### src/rtl/sr_bank_pkg.sv
package sr_bank_pkg;
  typedef enum logic {
    LD_SHIFT = 1'b0,
    LD_WRITE = 1'b1
  } ld_state_e;
endpackage

### src/rtl/sr_shift_chain.sv
module sr_shift_chain #(
  parameter int unsigned LEN = 8,
  localparam int unsigned CW = $clog2(LEN + 1)
) (
  input  logic           clk_i,
  input  logic           rst_ni,
  input  logic           shift_i,
  input  logic           data_i,
  input  logic           clr_i,
  output logic [LEN-1:0] q_o,
  output logic           full_o
);
  logic [LEN-1:0] q_q;
  logic [CW-1:0]  cnt_q;

  assign full_o = (cnt_q == CW'(LEN));
  assign q_o    = q_q;

  always_ff @(posedge clk_i or negedge rst_ni) begin
    if (!rst_ni) begin
      q_q   <= '0;
      cnt_q <= '0;
    end else if (clr_i) begin
      cnt_q <= '0;
    end else if (shift_i && !full_o) begin
      if (LEN > 1) q_q <= {q_q[LEN-2:0], data_i};
      else         q_q <= LEN'(data_i);
      cnt_q <= cnt_q + CW'(1);
    end
  end
endmodule

### src/rtl/sr_cell_array.sv
module sr_cell_array #(
  parameter int unsigned ROWS = 4,
  parameter int unsigned COLS = 8
) (
  input  logic                 clk_i,
  input  logic                 rst_ni,
  input  logic [ROWS-1:0]      wl_i,
  input  logic [COLS-1:0]      bl_i,
  output logic [ROWS*COLS-1:0] cells_o
);
  for (genvar r = 0; r < ROWS; r++) begin : g_row
    logic [COLS-1:0] row_q;
    always_ff @(posedge clk_i or negedge rst_ni) begin
      if (!rst_ni)      row_q <= '0;
      else if (wl_i[r]) row_q <= bl_i;
    end
    assign cells_o[r*COLS +: COLS] = row_q;
  end
endmodule

### src/rtl/sr_bank_loader.sv
module sr_bank_loader
  import sr_bank_pkg::*;
#(
  parameter int unsigned COLS = 8,
  parameter int unsigned ROWS = 4
) (
  input  logic                 clk_i,
  input  logic                 rst_ni,
  input  logic                 bl_data_i,
  input  logic                 bl_valid_i,
  input  logic                 wl_data_i,
  input  logic                 wl_valid_i,
  output logic [COLS-1:0]      bl_o,
  output logic [ROWS-1:0]      wl_o,
  output logic                 done_o,
  output logic [ROWS*COLS-1:0] cells_o
);
  ld_state_e       state_q;
  logic            bl_full, wl_full, write_en, done_q;
  logic [ROWS-1:0] wl_chain;

  assign write_en = (state_q == LD_WRITE);

  sr_shift_chain #(.LEN(COLS)) u_bl_chain (
    .clk_i, .rst_ni,
    .shift_i (bl_valid_i),
    .data_i  (bl_data_i),
    .clr_i   (write_en),
    .q_o     (bl_o),
    .full_o  (bl_full)
  );

  sr_shift_chain #(.LEN(ROWS)) u_wl_chain (
    .clk_i, .rst_ni,
    .shift_i (wl_valid_i),
    .data_i  (wl_data_i),
    .clr_i   (write_en),
    .q_o     (wl_chain),
    .full_o  (wl_full)
  );

  // word lines reach the grid only in the write clock
  assign wl_o = write_en ? wl_chain : '0;

  always_ff @(posedge clk_i or negedge rst_ni) begin
    if (!rst_ni) begin
      state_q <= LD_SHIFT;
      done_q  <= 1'b0;
    end else begin
      done_q <= write_en;
      unique case (state_q)
        LD_SHIFT: if (bl_full && wl_full) state_q <= LD_WRITE;
        LD_WRITE: state_q <= LD_SHIFT;
        default:  state_q <= LD_SHIFT;
      endcase
    end
  end
  assign done_o = done_q;

  sr_cell_array #(.ROWS(ROWS), .COLS(COLS)) u_cells (
    .clk_i, .rst_ni,
    .wl_i    (wl_o),
    .bl_i    (bl_o),
    .cells_o (cells_o)
  );
endmodule

### config.mk
export PLATFORM = sky130hd
export DESIGN_NAME = sr_bank_loader
export DESIGN_NICKNAME = d
export VERILOG_FILES = /design/src/rtl/sr_bank_pkg.sv /design/src/rtl/sr_shift_chain.sv /design/src/rtl/sr_cell_array.sv /design/src/rtl/sr_bank_loader.sv
export SDC_FILE = /design/constraint.sdc
export NUM_CORES = 1
export LEC_CHECK = 0
export ABC_CLOCK_PERIOD_IN_PS = 4450
export BUFFER_PORTS_ARGS = -buffer_cell sky130_fd_sc_hd__buf_2
export CORE_MARGIN = 8
export CORE_UTILIZATION = 36
export DETAILED_ROUTE_END_ITERATION = 16
export SYNTH_ARGS = -nofsm -noshare
export SYNTH_HDL_FRONTEND = slang
export SYNTH_HIERARCHICAL = 1
export SYNTH_SLANG_ARGS = --single-unit
### constraint.sdc
create_clock -name clk_i -period 4.45 [get_ports clk_i]
set_input_delay 0.445 -clock clk_i [delete_from_list [all_inputs] [get_ports clk_i]]
set_output_delay 0.445 -clock clk_i [all_outputs]
set_load 0.02 [all_outputs]
After elaboration in Yosys (flattened, before gate mapping)
Index checks and enable logic that the tools add are counted.
- $add $sub $neg: 2
- eq/ne operators: 2
- mux-type cells: 7
- bitwise logic cells: 1
- reduce and logical (&&, ||, !) cells: 9
- operators with widths (kind ; number):
    $mux 4 ; 3
    $mux 3 ; 2
    $add 4x1->4 const B ; 1
    $eq 4x4->1 const B ; 1
    $reduce_and 2->1 ; 2
    $reduce_bool 2->1 ; 2
    $add 3x1->3 const B ; 1
    $eq 3x3->1 const B ; 1
    $logic_and 1x1->1 ; 3
    $logic_not 1->1 ; 2
    $pmux 1 s2 ; 1
    $mux 1 ; 1
    $not 1->1 ; 1
- bits in registers: 53
- input bits: 6
- output and inout bits: 45
- logic and storage cells: 31

Logic depth before layout (Yosys ltp)
- depth after elaboration: 5
- gate-level depth with buffers: 5
- depth with buffers taken out: 5

Modules after synthesis
The synthesis kept the hierarchy.
- by module, submodules not included (module ; times used ; cells each ; area an instance (µm²) ; seq. area each (µm²)):
    sr_cell_array ; 1 ; 68 ; 1326.3 ; 800.8
    sr_shift_chain at u_bl_chain ; 1 ; 41 ; 553.0 ; 300.3
    sr_shift_chain at u_wl_chain ; 1 ; 25 ; 350.3 ; 175.2
    sr_bank_loader ; 1 ; 7 ; 88.8 ; 50.0

Least setup slack after synthesis
OpenSTA, ideal clock, no wires.
- kind: register to register
- from: register u_wl_chain.cnt_q[0]
- to: register u_wl_chain.q_q[0] (netlist: u_wl_chain/q_o[0])
- setup time: 125 ps
- data arrival time: 1320 ps
- data required time: 4325 ps
- setup slack: 3004 ps
- stages on the path, launching flop included: 6
- buffers on the path: 0
- clock period less this slack: 1446 ps
- cells stage by stage: dfrtp_1 -> inv_1 -> ha_1 -> a21boi_4 -> and2b_4 -> mux2_4
- cells in the longest elaborated chain, start to end: 4
- ends and longest elaborated chain (element ; line ; source):
    start: declaration ; sr_shift_chain.sv:14 ; logic [CW-1:0] cnt_q;
    start signal: assignment ; sr_shift_chain.sv:28 ; cnt_q <= cnt_q + CW'(1);
    $eq 3x3->1 ; sr_shift_chain.sv:16 ; assign full_o = (cnt_q == CW'(LEN));
    $logic_not 1->1 ; sr_shift_chain.sv:25 ; end else if (shift_i && !full_o) begin
    $logic_and 1x1->1 ; sr_shift_chain.sv:25 ;
    $reduce_and 2->1 (no source line) ; -- ;
    end signal: assignment ; sr_shift_chain.sv:26 ; if (LEN > 1) q_q <= {q_q[LEN-2:0], data_i};
    end signal: assignment ; sr_shift_chain.sv:27 ; else q_q <= LEN'(data_i);
    end: declaration ; sr_shift_chain.sv:13 ; logic [LEN-1:0] q_q;
No other way between the ends.
A chain may end at the register's enable or synchronous reset.

Final worst setup path
- from: register state_q
- to: output wl_o[3]
- cells in the longest elaborated chain, start to end: 1
- ends and longest elaborated chain (element ; line ; source):
    start: declaration ; sr_bank_loader.sv:18 ; ld_state_e state_q;
    start signal: assignment ; sr_bank_loader.sv:47 ; state_q <= LD_SHIFT;
    start signal: assignment ; sr_bank_loader.sv:52 ; LD_SHIFT: if (bl_full && wl_full) state_q <= LD_WRITE;
    start signal: assignment ; sr_bank_loader.sv:53 ; LD_WRITE: state_q <= LD_SHIFT;
    $mux 4 ; sr_bank_loader.sv:43 ; assign wl_o = write_en ? wl_chain : '0;
    end: declaration ; sr_bank_loader.sv:14 ; output logic [ROWS-1:0] wl_o,
No other way between the ends.

==> results by group <==
Worst setup path
  • CP Capture Type: primary output
  • CP arrival: 1.57 ns
  • Worst EP required: 4.01 ns
  • Setup CP Type: reg2out
  • Max FO, Critical Path: 15
  • CP Launch Type: flop

Logic synthesis
  • Main synth FF type: dfrtp_1
  • Async set-reset flop share out of synthesis: 100%
  • Synth Warn #: 6
  • Netlist cell types: 25
  • Yosys top cell by area: dfrtp_1
  • Synth Cell Area: 0.00232 mm²
  • Top-area cell type share of the netlist area: 57.2%
  • Syn nets: 151
  • Cells after Synth: 141
  • Synth top area cells: dfrtp_1 (57%), mux2_4 (23%), mux2_2 (3.9%)
  • FF+latch count, synth: 53
  • Sequential cell area fraction in the yosys report: 57.2%
  • Number of flops mapped to enable cells by yosys: 0
  • Mean Syn Cell Area: 16.4 µm²

Cells and area
  • Layout cells sized above 1: 59.0%
  • Diodes inserted: 0
  • Filler cells: 567
  • P&R area growth vs syn: 17.2%
  • Most common cell after layout, fill and taps aside: dfrtp_1
  • Most frequent cells in the layout: dfrtp_1 (53), buf_2 (50), mux2_4 (36)
  • Nets: 204

Pwr
  • P_int: 1.20 mW
  • Sequential power share: 44.8%
  • Final total power: 1.94 mW
  • Combinational power share: 41.0%
  • Switching Fraction: 38.4%
  • Clk network pwr share: 14.2%
  • Power per cell area: 716 mW/mm²
  • VDD IR-drop max: 0.298 mV
  • Leak Pwr: 1.44 nW
  • Sw power: 0.747 mW

CTS
  • CTS Sinks: 53
  • Clock root buffer: clkbuf_8
  • Worst-path clk slew: 0.10 ns
  • CTS H-tree depth: 2
  • Post-CTS Resized: 0
  • TritonCTS clock tree: done
  • Clock Latency Late Sink: 0.31 ns
  • Max Buffers Root-to-Sink: 2
  • Setup Fix Bufs, Post-CTS: 0
  • Hold buffers post-CTS: 0
  • Total CTS buffers: 5

STA
  • Setup violators final: 0
  • Fin crit share: 45.3%
  • Slew Limit Fails: 0
  • Setup TNS: 0 ns
  • Min Tclk post-route: 2.02 ns
  • FMAX: 0.496 GHz
  • Clock skew: 0.0111 ns
  • Worst relative slew slack: 55.5%
  • Worst-margin pin slew: 0.667 ns
  • Endpoints failing hold: 0
  • Hold WS: 0.243 ns
  • Unrepaired setup endpoints after global routing: no

Die
  • IO Pins: 51
  • Die width: 96.3 µm
  • Cell Rows: 29
  • Chip height: 96.3 µm
  • Initial Util: 36.9%
  • DIE AREA: 0.00926 mm²
  • Core Box Area: 0.00628 mm²

Drt
  • Via count: 1261
  • First-pass iteration count of the detailed router: 3
  • Post-DR wirelength/cell: 17.0 µm
  • Vias per inst: 4.64
  • Final ANT Viol Nets: 0
  • DRC Markers: 0
  • Final wirelength: 4630 µm
  • Drt initial violations: 51

Worst hold path
  • Hold Path Class: in2async

GRT
  • Grt ovf: 0
  • Gr usage total: 10.5%
  • First-pass GRT wire length: 7310 µm
  • Vias in the first global route: 1323
  • Antenna violations before repair: 0
  • Maximum number of pins on one net before global-route repair: 54

Placed design
  • I/O Buffers: 50
  • Hpwl dp: 3320 µm
  • Routability Congestion: 0.761

Status
  • Outcome: complete, no violations

Run
  • Max-cap violations: 0
[synthesized netlist by cell type (2+ instances only)]
library cell,instances
inv_1,5
nor2_1,3
nand3b_4,2
and2_2,5
nand2_1,2
mux2_2,8
a21oi_1,3
a21o_2,2
nand3_1,2
buf_6,4
ha_1,4
mux2_4,36
dfrtp_1,53
[routing by layer]
layer  global-route usage (%)  wire [µm]  vias to the layer above
li1                         -          -                      593
met4                     4.10         86                        0
met5                        0          0                        -
met3                     3.28        361                       10
met2                     14.4       1880                       42
met1                     15.0       2310                      616
[per-stage QoR]
step	worst slack [ns]	std cells	util (%)	instance area (µm²)
final	2.43	272	43.3	2720
after global routing	2.33	272	43.3	2720
after CTS	2.39	272	43.3	2720
after global placement	2.76	264	41.8	2620
after floorplan	3.00	141	-	2320
after detailed placement	2.73	264	41.8	2620
[power groups by stage]
stage / logic, mW / registers [mW] / clock network (mW)
after floorplan: 0.389 / 1.02 / 0
after global placement: 0.796 / 0.887 / 0
after detailed placement: 0.808 / 0.883 / 0
after CTS: 0.811 / 0.875 / 0.288
after global routing: 0.862 / 0.909 / 0.307
final: 0.796 / 0.872 / 0.276
[worst max-delay path: stages (launching register included)]
cell and delay (ns):
dfrtp_1 0.59, and2_2 0.45, buf_2 0.24
[path summary, 6_finish.rpt]
check | from | endpoint | slack (ns) | depth (start not counted)
setup / recovery | state_q | wl_o[3] | 2.43 | 2
hold / removal | rst_ni | u_cells/g_row[0].row_q[7] | 0.24 | 2
min in group clk_i | bl_data_i | u_bl_chain/q_o[0] | 0.36 | 2
hold reg to reg | u_wl_chain/q_o[3] | u_wl_chain/q_o[3] | 0.52 | 1
max in group asynchronous | rst_ni | u_wl_chain/cnt_q[0] | 3.75 | 2
setup reg to reg | u_wl_chain/cnt_q[0] | u_wl_chain/q_o[2] | 2.90 | 5
[cell type report]
type                    count  area (µm²)  area share (%)
clock buffers               5        68.8            2.53
clock inverters             3        26.3           0.967
inverters                   5        18.8           0.691
multi-input cells          78         923            34.0
flip-flops and latches     53        1330            48.8
well taps                  77        96.3            3.55
repair buffers             51         258            9.48
[registers in the layout, indices dropped and copies added (netlist names)]
register,cells
done_o,1
state_q,1
u_wl_chain/q_o,4
u_cells/g_row.row_q,32
u_bl_chain/q_o,8
u_bl_chain/cnt_q,4
u_wl_chain/cnt_q,3
[kinds of logic after synthesis]
group	Yosys count	share of synthesized area [%]
AO/OA/AOI/OAI	7	2.59
XOR/XNOR	2	0.756
adder cells (fa/ha/maj)	4	2.16
buffers and inverters	10	2.97
flip-flops	53	57.2
multiplexers	45	27.6
AND/OR/NAND/NOR	20	6.69
No activity file was read; power rests on OpenSTA's default activity.
